`src/rtl/m2o_pkg.sv`:
```
package m2o_pkg;

  // Buffer flavours selectable through the SLOTS parameter.
  localparam int SLOTS_SINGLE = 1;
  localparam int SLOTS_DOUBLE = 2;

  // Cyclic successor of a port index in a ring of n ports.
  function automatic int ring_next(input int idx, input int n);
    return (idx + 1 >= n) ? 0 : idx + 1;
  endfunction

endpackage

```
`src/rtl/elastic_buf.sv`:
```
module elastic_buf #(
  parameter int W     = 16,
  parameter int SLOTS = 2
) (
  input  logic         clk,
  input  logic         rst_n,
  input  logic         in_valid,
  output logic         in_ready,
  input  logic [W-1:0] in_data,
  output logic         out_valid,
  input  logic         out_ready,
  output logic [W-1:0] out_data
);
  logic push;
  logic pop;

  assign push = in_valid & in_ready;
  assign pop  = out_valid & out_ready;

  if (SLOTS == m2o_pkg::SLOTS_SINGLE) begin : g_one
    logic         full;
    logic [W-1:0] hold;

    assign in_ready  = ~full;
    assign out_valid = full;
    assign out_data  = hold;

    always_ff @(posedge clk) begin
      if (!rst_n)    full <= 1'b0;
      else if (push) full <= 1'b1;
      else if (pop)  full <= 1'b0;
    end

    always_ff @(posedge clk) begin
      if (push) hold <= in_data;
    end

    // a single slot cannot refill in the cycle it drains
    assert_alt_R9: assert property (@(posedge clk) disable iff (!rst_n)
      pop |=> !out_valid);
  end else begin : g_two
    logic [W-1:0] mem [2];
    logic         wp;
    logic         rp;
    logic [1:0]   cnt;

    assign in_ready  = (cnt != 2'd2);
    assign out_valid = (cnt != 2'd0);
    assign out_data  = mem[rp];

    always_ff @(posedge clk) begin
      if (!rst_n) begin
        wp  <= 1'b0;
        rp  <= 1'b0;
        cnt <= 2'd0;
      end else begin
        if (push) wp <= ~wp;
        if (pop)  rp <= ~rp;
        cnt <= cnt + {1'b0, push} - {1'b0, pop};
      end
    end

    always_ff @(posedge clk) begin
      if (push) mem[wp] <= in_data;
    end
  end

  // a presented flit is held until it is taken
  assert_hold_R6: assert property (@(posedge clk) disable iff (!rst_n)
    (out_valid && !out_ready) |=> (out_valid && $stable(out_data)));

endmodule

```
`src/rtl/rr_arbiter.sv`:
```
module rr_arbiter #(
  parameter int N = 4
) (
  input  logic         clk,
  input  logic         rst_n,
  input  logic [N-1:0] req,
  input  logic         fire,
  output logic [N-1:0] gnt
);
  localparam int IW = (N > 1) ? $clog2(N) : 1;

  logic [N-1:0] prio;

  // First request found scanning cyclically from the one-hot priority mark.
  function automatic logic [N-1:0] rr_pick(input logic [N-1:0] r, input logic [N-1:0] p);
    logic [N-1:0] g;
    int           idx;
    logic         done;
    g    = '0;
    idx  = 0;
    done = 1'b0;
    for (int i = 0; i < N; i++) if (p[i]) idx = i;
    for (int k = 0; k < N; k++) begin
      if (!done && r[IW'(idx)]) begin
        g[IW'(idx)] = 1'b1;
        done        = 1'b1;
      end
      idx = m2o_pkg::ring_next(idx, N);
    end
    return g;
  endfunction

  // Position after the winner becomes the new highest priority.
  function automatic logic [N-1:0] rr_advance(input logic [N-1:0] g);
    return {g[N-2:0], g[N-1]};
  endfunction

  assign gnt = rr_pick(req, prio);

  always_ff @(posedge clk) begin
    if (!rst_n)    prio <= {{(N-1){1'b0}}, 1'b1};
    else if (fire) prio <= rr_advance(gnt);
  end

  assert_gnt_onehot_R5: assert property (@(posedge clk) disable iff (!rst_n)
    $onehot0(gnt));
  assert_gnt_req_R2: assert property (@(posedge clk) disable iff (!rst_n)
    (gnt & ~req) == '0);
  assert_gnt_any_R2: assert property (@(posedge clk) disable iff (!rst_n)
    (|req) |-> (|gnt));
  assert_prio_hold_R4: assert property (@(posedge clk) disable iff (!rst_n)
    !fire |=> $stable(prio));
  assert_prio_move_R3: assert property (@(posedge clk) disable iff (!rst_n)
    fire |=> ((prio & $past(gnt)) == '0));

endmodule

```
`src/rtl/flit_mux.sv`:
```
module flit_mux #(
  parameter int N = 4,
  parameter int W = 16
) (
  input  logic [N-1:0]   sel,
  input  logic [N*W-1:0] din,
  output logic [W-1:0]   dout
);
  logic [W-1:0] masked [N];

  for (genvar i = 0; i < N; i++) begin : g_and
    assign masked[i] = din[i*W +: W] & {W{sel[i]}};
  end

  always_comb begin
    dout = '0;
    for (int i = 0; i < N; i++) dout = dout | masked[i];
  end

endmodule

```
`src/rtl/many_to_one_switch.sv`:
```
module many_to_one_switch #(
  parameter int N_PORTS = 4,
  parameter int FLIT_W  = 16,
  parameter int SLOTS   = 2
) (
  input  logic                  clk,
  input  logic                  rst_n,
  input  logic [N_PORTS-1:0]    in_valid,
  output logic [N_PORTS-1:0]    in_ready,
  input  logic [N_PORTS*FLIT_W-1:0] in_data,
  output logic                  out_valid,
  input  logic                  out_ready,
  output logic [FLIT_W-1:0]     out_data
);
  localparam int N = N_PORTS;
  localparam int W = FLIT_W;

  logic [N-1:0]   q_valid;
  logic [N-1:0]   q_ready;
  logic [N*W-1:0] q_data;
  logic [N-1:0]   gnt;
  logic [N-1:0]   deq;
  logic [W-1:0]   mux_data;
  logic           mux_valid;
  logic           ob_in_ready;
  logic           fire;

  for (genvar i = 0; i < N; i++) begin : g_in
    elastic_buf #(.W(W), .SLOTS(SLOTS)) ib (
      .clk       (clk),
      .rst_n     (rst_n),
      .in_valid  (in_valid[i]),
      .in_ready  (in_ready[i]),
      .in_data   (in_data[i*W +: W]),
      .out_valid (q_valid[i]),
      .out_ready (q_ready[i]),
      .out_data  (q_data[i*W +: W])
    );
  end

  rr_arbiter #(.N(N)) arb (
    .clk   (clk),
    .rst_n (rst_n),
    .req   (q_valid),
    .fire  (fire),
    .gnt   (gnt)
  );

  flit_mux #(.N(N), .W(W)) mux (
    .sel  (gnt),
    .din  (q_data),
    .dout (mux_data)
  );

  // Shared output ready gates every grant; only the winner is acknowledged.
  assign mux_valid = |gnt;
  assign fire      = mux_valid & ob_in_ready;
  assign q_ready   = gnt & {N{ob_in_ready}};
  assign deq       = q_valid & q_ready;

  elastic_buf #(.W(W), .SLOTS(SLOTS)) ob (
    .clk       (clk),
    .rst_n     (rst_n),
    .in_valid  (mux_valid),
    .in_ready  (ob_in_ready),
    .in_data   (mux_data),
    .out_valid (out_valid),
    .out_ready (out_ready),
    .out_data  (out_data)
  );

  assert_one_deq_R5: assert property (@(posedge clk) disable iff (!rst_n)
    $onehot0(deq));
  assert_deq_gnt_R5: assert property (@(posedge clk) disable iff (!rst_n)
    (deq & ~gnt) == '0);
  assert_stall_R4: assert property (@(posedge clk) disable iff (!rst_n)
    !ob_in_ready |-> (deq == '0));
  assert_fire_deq_R6: assert property (@(posedge clk) disable iff (!rst_n)
    fire |-> $countones(deq) == 1);

endmodule

```
`config.mk`:
```
export PLATFORM = sky130hd
export DESIGN_NAME = many_to_one_switch
export DESIGN_NICKNAME = d
export VERILOG_FILES = /design/src/rtl/m2o_pkg.sv /design/src/rtl/elastic_buf.sv /design/src/rtl/rr_arbiter.sv /design/src/rtl/flit_mux.sv /design/src/rtl/many_to_one_switch.sv
export SDC_FILE = /design/constraint.sdc
export NUM_CORES = 1
export LEC_CHECK = 0
export ABC_CLOCK_PERIOD_IN_PS = 7400
export BUFFER_PORTS_ARGS = -buffer_cell sky130_fd_sc_hd__buf_2
export CAP_MARGIN = 10
export CORE_ASPECT_RATIO = 0.7
export CORE_MARGIN = 2
export CORE_UTILIZATION = 42
export DETAILED_ROUTE_END_ITERATION = 7
export GPL_ROUTABILITY_DRIVEN = 0
export PLACE_DENSITY = 0.57
export SLEW_MARGIN = 5
export SYNTH_ARGS = -nofsm -noshare
export SYNTH_HDL_FRONTEND = slang
export SYNTH_SLANG_ARGS = --single-unit
```
`constraint.sdc`:
```
create_clock -name clk -period 7.4 [get_ports clk]
set_clock_uncertainty 0.1 [all_clocks]
set_input_delay 1.48 -clock clk [delete_from_list [all_inputs] [get_ports clk]]
set_output_delay 1.48 -clock clk [all_outputs]
set_load 0.02 [all_outputs]
```
==> run summary <==
The synthesized-area fraction occupied by ao, oa, aoi and oai cells is 0.0641. The die covers 0.0197 mm2. Measured against the total synthesized area, the mux share comes to 0.122. The clock drives between 150 and 200 sinks. The number of rows created at floorplan came out at 41. After the last flow step, the layout net total stands at 680.

The share of total power dissipated in the clock network is 0.190. The slew at the pin closest to its max-slew limit is 1.14 ns. For this configuration, the core starts out at a cell density of 0.431. The leakage power figure is 0.00324 uW. On the worst path, the slowest cell contributes a delay of 0.67 ns. The DRC violation total after the first TritonRoute iteration came out at 451.

The DRC violation count after routing is 0. In the layout the commonest cells are sky130_fd_sc_hd__edfxtp_1, sky130_fd_sc_hd__buf_2, sky130_fd_sc_hd__mux2i_1. The total of max-cap violations came out at 0. Of the total power, the share spent switching nets is 0.380. The clock latency of the later-clocked register in the worst-skew pair came out at around 0.42 ns. The internal power of the cells came out at 2720 uW. STA classifies the critical path endpoint as a flip-flop.

The critical path data required time is 7.59 ns. The power share of the sequential group is 0.394. The combinational share of power is 0.416. The floorplan step set the die height to roughly 120 um. The number of pins exceeding their max-slew limit in the final report came to 0. Counting both buffers and inverters, the worst setup path holds a total of 2.

The synthesized area per cell is about 16 um2. The worst setup slack before clock tree synthesis came out at 2.91 ns. Along the worst path, the maximum fanout reaches 23.

The filler cell count in the final layout is 1564. The placeable core region is 0.0181 mm2. The number of port buffers came out at 91. Data arrives at the worst endpoint at around 4.7 ns.

The number of clock buffers added by TritonCTS is 17. Dividing total power by cell area gives a power density of around 480 mW/mm2. Once the clock tree was built, the resizer swapped 0 gates to a different size.

The post-cts hold buffer count is 0. The post-CTS repair timing setup buffer count is 0. The final layout contains routed wiring with a total length of 17400 um. The highest clock rate came out at between 200 and 250 MHz.

The number of hold violations in the final report came out at 0. The relative area change from synthesis to final layout is 16.0%. The count of placed standard cells including taps is 808. Among all flip-flop cells after synthesis, the most frequent one is sky130_fd_sc_hd__edfxtp_1. The combinational family with the most area after synthesis is multiplexers. The most frequent cell on the critical path is sky130_fd_sc_hd__ha_1.

Counting flops and latches in the post-synthesis netlist gives 188. For this run the aggregate overflow at the end of global routing stands at 0. The detailed-route vias per instance is 5.35. The critical path is of the reg -> reg type. The maximum buffer depth of the clock tree came out at 2. TritonCTS built the clock tree.

The routed wirelength normalized by instance count is 20.7 um. The xor and xnor area share after synthesis is 0.0180. Dividing the final minimum period by the clock period gives 0.604. In the global route stage, overall resource usage came out at 0.183. The number of endpoints failing setup at the final stage is 0.

Leaving out filler cells and counting taps, the final layout contains 840. The sequential share of the synthesized area came out at 0.688. The number of global-route vias before repair came out at 4382. The pin count of the biggest net entering global routing came out at 26. The final hold slack is 0.413 ns. Setup repair after global routing left no endpoint under its margin. The post-synthesis instance area came out at 0.00780 mm2. The cell family contributing the most delay on the critical path is simple AND/OR/NAND/NOR gates. Of the cells placed in the final design, the portion with a size suffix greater than 1 is 0.264. The placement-stage cell area came out at 0.00852 mm2. The setup TNS is 0 ns. Synthesis instantiated 44 different standard cells from the library. The number of levels in the clock H-tree is 4. The fraction of registers with async set/reset is 0. The minimum period implied by the final worst setup slack is 4.47 ns.

The normalized max-slew margin is 0.242. The path class of the tightest hold or removal check is reg -> reg. The area used by multi-input combinational logic came out at 0.00227 mm2. The switching component of the power came out at 1670 uW. IR analysis of the VDD net gives a maximum drop of roughly 0.26 mV. Of the total synthesized cell area, the portion taken by full adders, half adders and majority gates is 0.0289.

The post-route worst setup slack came out at 2.93 ns. The first global-routing pass estimated around 26000 um of wire. The run finished with clean final reports. The cell sitting at the root of the clock tree is a sky130_fd_sc_hd__clkbuf_16. The total of warnings raised by yosys came out at 0. The number of nets produced by synthesis came out at 587.

The number of antenna violations at the first check in global routing is 1. The via count of the routed design came out at 4494. The count of boundary I/O pins came out at 92.

The slowest stage of the critical path belongs to the cell sky130_fd_sc_hd__o2bb2a_1. Traced cell by cell, the critical path runs through nor2_1 -> inv_1 -> ha_1 -> or3_1 -> mux4_2 -> o2bb2a_1 -> nor3_1 -> ha_1 -> inv_1 -> ha_1 -> xor2_1 -> xnor2_1 -> nor2_1. The count of nets left with antenna violations once routing finished came out at 0.

Synthesis produced a netlist whose cell count is between 400 and 500. The total non-filler cell area in the finished layout is 0.00906 mm2. The area of all sequential standard cells came out at 0.00537 mm2. The first TritonRoute pass finished after 5 iterations. After clock tree synthesis, the clock-pin slew on the worst setup and hold paths is 0.07 ns. The category of the worst setup path launch point is a flip-flop. From left edge to right edge, the die measures around 170 um. Once detailed placement completed, the half-perimeter wirelength came to around 12000 um. The commonest non-fill, non-tap cell in the layout is sky130_fd_sc_hd__edfxtp_1. The number of flops mapped to enable cells by yosys is 160. The simple-gate portion of the synthesized area came out at 0.0561.
per-layer routing:
metal / vias up / track usage / wire length (um)
li1: 2106 / - / -
met1: 2191 / 0.294 / 8940
met2: 180 / 0.238 / 6880
met3: 17 / 0.0514 / 1350
met4: 0 / 0.0458 / 182
met5: - / 0 / 0
synthesized netlist by cell type (all sizes together) (2+ instances only):
library cell | instances | area, um2
edfxtp | 160 | 4800
mux2i | 67 | 671
dfxtp | 28 | 561
nor2 | 28 | 105
clkbuf | 18 | 67.6
ha | 18 | 225
mux2 | 17 | 191
inv | 16 | 60.1
o221ai | 16 | 140
o22a | 16 | 140
nand2 | 15 | 56.3
a21oi | 9 | 45.0
buf | 9 | 55.1
xor2 | 9 | 78.8
xnor2 | 7 | 61.3
and2 | 6 | 37.5
nand2b | 5 | 31.3
o31ai | 5 | 37.5
a211oi | 4 | 30.0
and3 | 4 | 25.0
mux4 | 4 | 90.1
nand4 | 4 | 25.0
nor3 | 4 | 20.0
or2 | 4 | 25.0
or4 | 3 | 22.5
a211o | 2 | 17.5
and4b | 2 | 20.0
nor2b | 2 | 12.5
nor4b | 2 | 32.5
o21ai | 2 | 10.0
o41ai | 2 | 25.0
state kept, by name, summed over array words and instances (netlist names), named ones only:
name and count:
arb.prio 3, g_in.ib.g_two.cnt 8, g_in.ib.g_two.mem 128, g_in.ib.g_two.rp 4
g_in.ib.g_two.wp 4, ob.g_two.cnt 2, ob.g_two.mem 32, ob.g_two.rp 1
ob.g_two.wp 1
through the flow:
stage,power [uW],utilization
4_1_cts,4410,0.500
6_report,4390,0.500
3_5_place_dp,3570,0.471
2_1_floorplan,2930,-
5_1_grt,4640,0.500
3_3_place_gp,3520,0.471
logic make-up after synthesis:
group,Yosys count
flops,188
mux,88
simple gates,83
compound gates,62
buf+inv,43
fa+ha+maj,18
xor+xnor,16
power by group through the flow:
stage	clock network [uW]	logic (uW)	registers, uW
2_1_floorplan	0	1260	1660
3_3_place_gp	0	1770	1740
3_5_place_dp	0	1810	1760
4_1_cts	852	1830	1730
5_1_grt	893	1980	1760
6_report	833	1830	1730
worst paths after layout:
kind	slack, ns	depth (start not counted)	to	startpoint
worst max-delay path	2.93	13	g_in[3].ib.g_two.cnt[1]$_SDFF_PN0_	arb.prio[2]$_SDFFE_PN0N_
worst min-delay path	0.41	2	g_in[0].ib.g_two.rp$_SDFFE_PN0P_	g_in[0].ib.g_two.rp$_SDFFE_PN0P_
worst max register to register	2.93	13	g_in[3].ib.g_two.cnt[1]$_SDFF_PN0_	arb.prio[2]$_SDFFE_PN0N_
worst min register to register	0.41	2	g_in[0].ib.g_two.rp$_SDFFE_PN0P_	g_in[0].ib.g_two.rp$_SDFFE_PN0P_
cell type report:
cell class	instances	area share
repair buffers	101	0.0586
flip-flops and latches	188	0.592
clock buffers	18	0.0474
diodes	1	0.000276
inverters	16	0.00663
well taps	236	0.0326
multi-input cells	267	0.251
clock inverters	13	0.0112
worst register-to-register path, delay by kind of cell (launching register included):
| family | cells | cell delay [ns] |
|---|---|---|
| mux | 1 | 0.50 |
| fa+ha+maj | 3 | 0.72 |
| simple gates | 4 | 1.41 |
| xor+xnor | 2 | 0.33 |
| buf+inv | 2 | 0.24 |
| flops | 1 | 0.37 |
| compound gates | 1 | 0.67 |
Power figures use the tool's default switching activity.
